### src/rtl/rfifo_pkg.sv
package rfifo_pkg;

  // A word may leave a stage when it has one, the next stage is free,
  // and the pace generator allows a step in this cycle.
  function automatic logic can_advance(input logic here_full,
                                       input logic ahead_full,
                                       input logic step_ok);
    return here_full && !ahead_full && step_ok;
  endfunction

  // Modulo counter increment used by the pace generator.
  function automatic int unsigned wrap_inc(input int unsigned v,
                                           input int unsigned lim);
    return (v + 1 >= lim) ? 0 : v + 1;
  endfunction

  // Width of a counter that reaches lim-1 (at least one bit).
  function automatic int unsigned cnt_width(input int unsigned lim);
    return (lim > 1) ? $clog2(lim) : 1;
  endfunction

endpackage

### src/rtl/rfifo_pace.sv
module rfifo_pace
  import rfifo_pkg::*;
#(
  parameter int STEP_CYCLES = 1
) (
  input  logic clk,
  input  logic rst_n,
  output logic step
);
  localparam int CW = int'(cnt_width(STEP_CYCLES));
  localparam logic [CW-1:0] LAST_PHASE = CW'(STEP_CYCLES - 1);

  logic [CW-1:0] phase;

  always_ff @(posedge clk or negedge rst_n) begin
    if (!rst_n) phase <= '0;
    else        phase <= CW'(wrap_inc(32'(phase), 32'(STEP_CYCLES)));
  end

  assign step = (phase == LAST_PHASE);
endmodule

### src/rtl/rfifo_strobe.sv
module rfifo_strobe (
  input  logic clk,
  input  logic rst_n,
  input  logic shift_in,
  input  logic shift_out,
  input  logic in_busy,
  input  logic out_full,
  output logic cap,
  output logic take
);
  logic in_armed;
  logic so_q;

  // Write side: armed by a low strobe, consumed by a capture.
  always_ff @(posedge clk or negedge rst_n) begin
    if (!rst_n)         in_armed <= 1'b0;
    else if (cap)       in_armed <= 1'b0;
    else if (!shift_in) in_armed <= 1'b1;
  end

  // Read side: rising-edge detector, reset high so a level held
  // through reset is not taken as an edge.
  always_ff @(posedge clk or negedge rst_n) begin
    if (!rst_n) so_q <= 1'b1;
    else        so_q <= shift_out;
  end

  assign cap  = shift_in && in_armed && !in_busy;
  assign take = shift_out && !so_q && out_full;
endmodule

### src/rtl/rfifo_stage.sv
module rfifo_stage #(
  parameter int WIDTH = 9
) (
  input  logic             clk,
  input  logic             rst_n,
  input  logic             load,
  input  logic             unload,
  input  logic [WIDTH-1:0] d_in,
  output logic             occ,
  output logic [WIDTH-1:0] q
);
  always_ff @(posedge clk or negedge rst_n) begin
    if (!rst_n)      occ <= 1'b0;
    else if (load)   occ <= 1'b1;
    else if (unload) occ <= 1'b0;
  end

  always_ff @(posedge clk or negedge rst_n) begin
    if (!rst_n)    q <= '0;
    else if (load) q <= d_in;
  end
endmodule

### src/rtl/ripple_fifo.sv
module ripple_fifo
  import rfifo_pkg::*;
#(
  parameter int WIDTH       = 9,
  parameter int DEPTH       = 64,
  parameter int STEP_CYCLES = 1
) (
  input  logic             clk,
  input  logic             rst_n,
  input  logic             shift_in,
  input  logic [WIDTH-1:0] din,
  output logic             in_rdy,
  input  logic             shift_out,
  output logic [WIDTH-1:0] dout,
  output logic             out_rdy
);
  localparam int LAST = DEPTH - 1;

  // Named internal events, visible to the bound checker.
  logic             step;
  logic             cap;
  logic             take;
  logic [DEPTH-1:0] occ;
  logic [DEPTH-1:0] adv;
  logic [WIDTH-1:0] stg_q [DEPTH];

  rfifo_pace #(.STEP_CYCLES(STEP_CYCLES)) u_pace (
    .clk   (clk),
    .rst_n (rst_n),
    .step  (step)
  );

  rfifo_strobe u_strobe (
    .clk       (clk),
    .rst_n     (rst_n),
    .shift_in  (shift_in),
    .shift_out (shift_out),
    .in_busy   (occ[0]),
    .out_full  (occ[LAST]),
    .cap       (cap),
    .take      (take)
  );

  for (genvar k = 0; k < DEPTH; k++) begin : g_stage
    logic             ld;
    logic [WIDTH-1:0] src;

    if (k == 0) begin : g_head
      assign ld  = cap;
      assign src = din;
    end else begin : g_body
      assign ld  = adv[k-1];
      assign src = stg_q[k-1];
    end

    if (k < LAST) begin : g_fwd
      assign adv[k] = can_advance(occ[k], occ[k+1], step);
    end else begin : g_tail
      assign adv[k] = take;
    end

    rfifo_stage #(.WIDTH(WIDTH)) u_stg (
      .clk    (clk),
      .rst_n  (rst_n),
      .load   (ld),
      .unload (adv[k]),
      .d_in   (src),
      .occ    (occ[k]),
      .q      (stg_q[k])
    );
  end

  assign in_rdy  = ~occ[0];
  assign out_rdy = occ[LAST];
  assign dout    = stg_q[LAST];
endmodule

### config.mk
export PLATFORM = sky130hd
export DESIGN_NAME = ripple_fifo
export DESIGN_NICKNAME = d
export VERILOG_FILES = /design/src/rtl/rfifo_pkg.sv /design/src/rtl/rfifo_pace.sv /design/src/rtl/rfifo_strobe.sv /design/src/rtl/rfifo_stage.sv /design/src/rtl/ripple_fifo.sv
export SDC_FILE = /design/constraint.sdc
export NUM_CORES = 1
export LEC_CHECK = 0
export BUFFER_PORTS_ARGS = -buffer_cell sky130_fd_sc_hd__buf_2
export CAP_MARGIN = 30
export CORE_MARGIN = 2
export CORE_UTILIZATION = 30
export DETAILED_ROUTE_END_ITERATION = 10
export PLACE_DENSITY_LB_ADDON = 0.2
export SYNTH_ARGS = -nofsm -noshare
export SYNTH_HDL_FRONTEND = slang
export SYNTH_SLANG_ARGS = --single-unit
### constraint.sdc
create_clock -name clk -period 1.27 [get_ports clk]
set_input_delay 0.381 -clock clk [delete_from_list [all_inputs] [get_ports clk]]
set_output_delay 0.381 -clock clk [all_outputs]
set_load 0.05 [all_outputs]
==> flow_metrics.tcl <==
set metrics [dict create \
    outcome "complete, but fails checks" \
    failed_checks "negative setup slack" \
    worst_skew_pair.late_latency_ps 610 \
    crit_buf_inv 2 \
    std_cell_rows 103 \
    cellLeakagePower_nw 14.88 \
    dpl.cell_count 2609 \
    io_buffers 23 \
    highest_delay_cell_along_the_critical_path "sky130_fd_sc_hd__dfrtp_2" \
    top_level_ports 24 \
    switching_share_pct 24.43 \
    critPathMaxStageDelay_ps 400 \
    switching_power_w 0.01295 \
    chain_of_cells_forming_the_critical_path "buf_6 > buf_8" \
    detail_route.first_pass.iterations 5 \
    endpoint_kind "output pin" \
    wirelength_um 37360 \
    final-hold-violation-count 0 \
    timing_worst_slew_pin_value_ps 358.9 \
    drt-wirelength-per-cell_um 13.57 \
    power.ir.vdd_worst_v 0.0009313 \
    maxUsedRoutingLayer "met4" \
    cts_buffers 73 \
    core_area_um2 79260 \
    clock_sinks 642 \
    timing.critical_path.arrival_ps 1260 \
    routed-via-count 11560 \
    synth_area_per_cell_um2 16.36 \
    place.detailed.hpwl_um 24780 \
    hold_ws_ps 269.7 \
    achievable-frequency_mhz 611.0 \
    slew_viol_final 0 \
    met3RoutedLength_um 1165 \
    timing.final.crit_period_ps 1637 \
    ant_nets 0 \
    power.clock.fraction_pct 37.8 \
    cts_tree "done" \
    multiInputGateArea_um2 7590 \
    detail_route.drc_violations 0 \
    yosysSeqAreaShare_pct 66.64 \
    critPathTopFamily "flip-flops" \
    max-slew-margin-rel_pct 76.08 \
    largest_net_degree_at_the_start_of_global_routing 56 \
    avgViaCountPerCell 4.200 \
    antenna_cells_inserted 0 \
    grt_pass1_vias 12810 \
    die_w_um 287.5 \
    met2RoutedLength_um 17030 \
    synthDistinctLibCells 18 \
    final_net_count 1667 \
    unrepaired_setup_endpoints_after_global_routing "yes" \
    period_share_pct 128.9 \
    power.combinational.fraction_pct 16.0 \
    drt_iter0_drc 364 \
    antenna_found_initial 0 \
    pwr-share-seq_pct 46.2 \
    worstPathRequired_ps 890 \
    timing.final.setup_violations 24 \
    first_pass_grt_wire_length_um 66090 \
    critPathKind "flop to output pin" \
    gp_congestion 0.6567 \
    net_count_of_the_mapped_netlist 1487 \
    final.setup_skew_ps 21.42 \
    globalRoute.totalOverflow 0 \
    clk_transition_reported_paths_ps 60 \
    syn2layout_area_growth_pct 20.71 \
    cts-htree-levels 3 \
    grt_use_total_pct 9.582 \
    clock_tree.buffer_depth 3 \
    worstSetupStartpointType "flop" \
    final.fill_count 7487 \
    fp.dieH_um 287.5 \
    postLayoutSetupSlackWorst_ps -366.7 \
    m1WireLength_um 17990 \
    p_per_area_nw_per_um2 1821 \
    instances_no_fill 2753 \
    gate_count_after_technology_mapping 1474 \
    maxCapViolCount 0 \
    critical_path_fanouts_max 2 \
    internal-power_w 0.04005 \
    clock_tree.root_cell "sky130_fd_sc_hd__clkbuf_16" \
    timing.hold.worst.class "input port to asynchronous set/reset pin" \
    ys_seq_elements 642 \
    initial_util_pct 30.42 \
    synth_area_um2 24110 \
    layout.area.seq_um2 16070 \
    area_of_the_die_um2 82650 \
    layout-drive-gt1-share_pct 48.68 \
    ys_warn_count 0 \
]
[path summary, 6_finish.rpt]
path,slack (ps),from,cells past startpoint,end
min in group clk,450,shift_out,2,u_strobe.so_q
min,270,rst_n,2,g_stage[36].u_stg.q[0]
max reg2reg,-150,g_stage[0].u_stg.occ,5,g_stage[0].u_stg.q[1]
max,-370,g_stage[63].u_stg.occ,2,out_rdy
max in group asynchronous,350,rst_n,4,g_stage[23].u_stg.q[7]
min reg2reg,480,g_stage[57].u_stg.q[6],1,g_stage[58].u_stg.q[6]
[sequential cells by signal, summed over array words and instances (netlist names)]
signal	count
g_stage.u_stg.occ	64
u_strobe.in_armed	1
g_stage.u_stg.q	576
u_strobe.so_q	1
[Yosys cell counts]
cell | number | area [um^2]
sky130_fd_sc_hd__dfrtp_1 | 641 | 16040
sky130_fd_sc_hd__mux2_2 | 526 | 5923
sky130_fd_sc_hd__nand2_1 | 120 | 450.4
sky130_fd_sc_hd__buf_4 | 58 | 435.4
sky130_fd_sc_hd__nand2b_1 | 58 | 362.9
sky130_fd_sc_hd__mux2_4 | 36 | 540.5
sky130_fd_sc_hd__mux2_1 | 14 | 157.7
sky130_fd_sc_hd__buf_6 | 4 | 45.04
sky130_fd_sc_hd__nor2b_1 | 4 | 25.02
sky130_fd_sc_hd__a21o_1 | 3 | 22.52
sky130_fd_sc_hd__inv_1 | 2 | 7.510
sky130_fd_sc_hd__nor2b_4 | 2 | 27.53
sky130_fd_sc_hd__a21o_2 | 1 | 8.760
sky130_fd_sc_hd__a31oi_1 | 1 | 6.260
sky130_fd_sc_hd__buf_12 | 1 | 20.02
sky130_fd_sc_hd__dfstp_2 | 1 | 26.28
sky130_fd_sc_hd__nand3b_1 | 1 | 7.510
sky130_fd_sc_hd__nor2_1 | 1 | 3.750
[metrics by stage]
step | TNS (ps) | cell area [um^2] | total power, W | setup WS [ps] | utilization (%)
after floorplan | 0 | 24110 | 0.03040 | 3.882 | -
after global placement | 0 | 26490 | 0.03296 | 27.04 | 33.42
after detailed placement | -7.865 | 26490 | 0.03324 | -7.865 | 33.42
after CTS | -3655 | 28990 | 0.05383 | -420.7 | 36.58
after global routing | -5517 | 29100 | 0.05592 | -433.4 | 36.72
final | -4365 | 29100 | 0.05300 | -366.7 | 36.72
[kinds of logic (layout without fill, tap and decap cells)]
logic type	after synthesis	after routing	synth area share (%)
compound gates	5	5	0.1557
buf+inv	65	294	2.107
flops	642	642	66.64
mux	576	576	27.46
simple gates	186	186	3.638
[placed cells by master, fill, tap and decap left out, drive strengths merged]
cell / count
mux2: 576
a31oi: 1
nand3b: 1
nor2: 1
dfstp: 1
a21o: 4
clkbuf: 107
inv: 6
dfrtp: 641
nand2: 120
buf: 155
nor2b: 6
bufinv: 3
clkinv: 11
nand2b: 58
dlygate4sd3: 12
[area by class of cell]
class	instances	share of cell area, %
Sequential cell	642	55.21
Multi-Input combinational cell	767	26.08
Clock buffer	106	7.081
Timing Repair Buffer	168	6.341
Tap cell	1050	4.514
Clock inverter	18	0.7481
Inverter	2	0.02580
[what timing repair did]
| item | 4_1_cts | 5_1_grt |
|---|---|---|
| endpoints found under the setup margin | 18 | 45 |
| gates cloned | 0 | 1 |
| hold endpoints to repair | 164 | 0 |
| setup buffers | 3 | 4 |
| resized for setup | 26 | 14 |
| hold buffers | 12 | 0 |
[metal layers]
layer | GRT usage, % | vias up
met1 | 12.95 | 5896
met2 | 14.81 | 99
met4 | 3.802 | 0
met3 | 2.314 | 84
met5 | 0 | -
li1 | - | 5484
[power by group through the flow]
stage / logic, W / registers (W) / clock network, W
after global placement: 0.00811 / 0.0248 / 0
after global routing: 0.00932 / 0.0249 / 0.0217
after detailed placement: 0.00832 / 0.0249 / 0
after CTS: 0.00844 / 0.0246 / 0.0208
after floorplan: 0.00607 / 0.0243 / 0
final: 0.00848 / 0.0245 / 0.0200
Power figures use the tool's default switching activity.
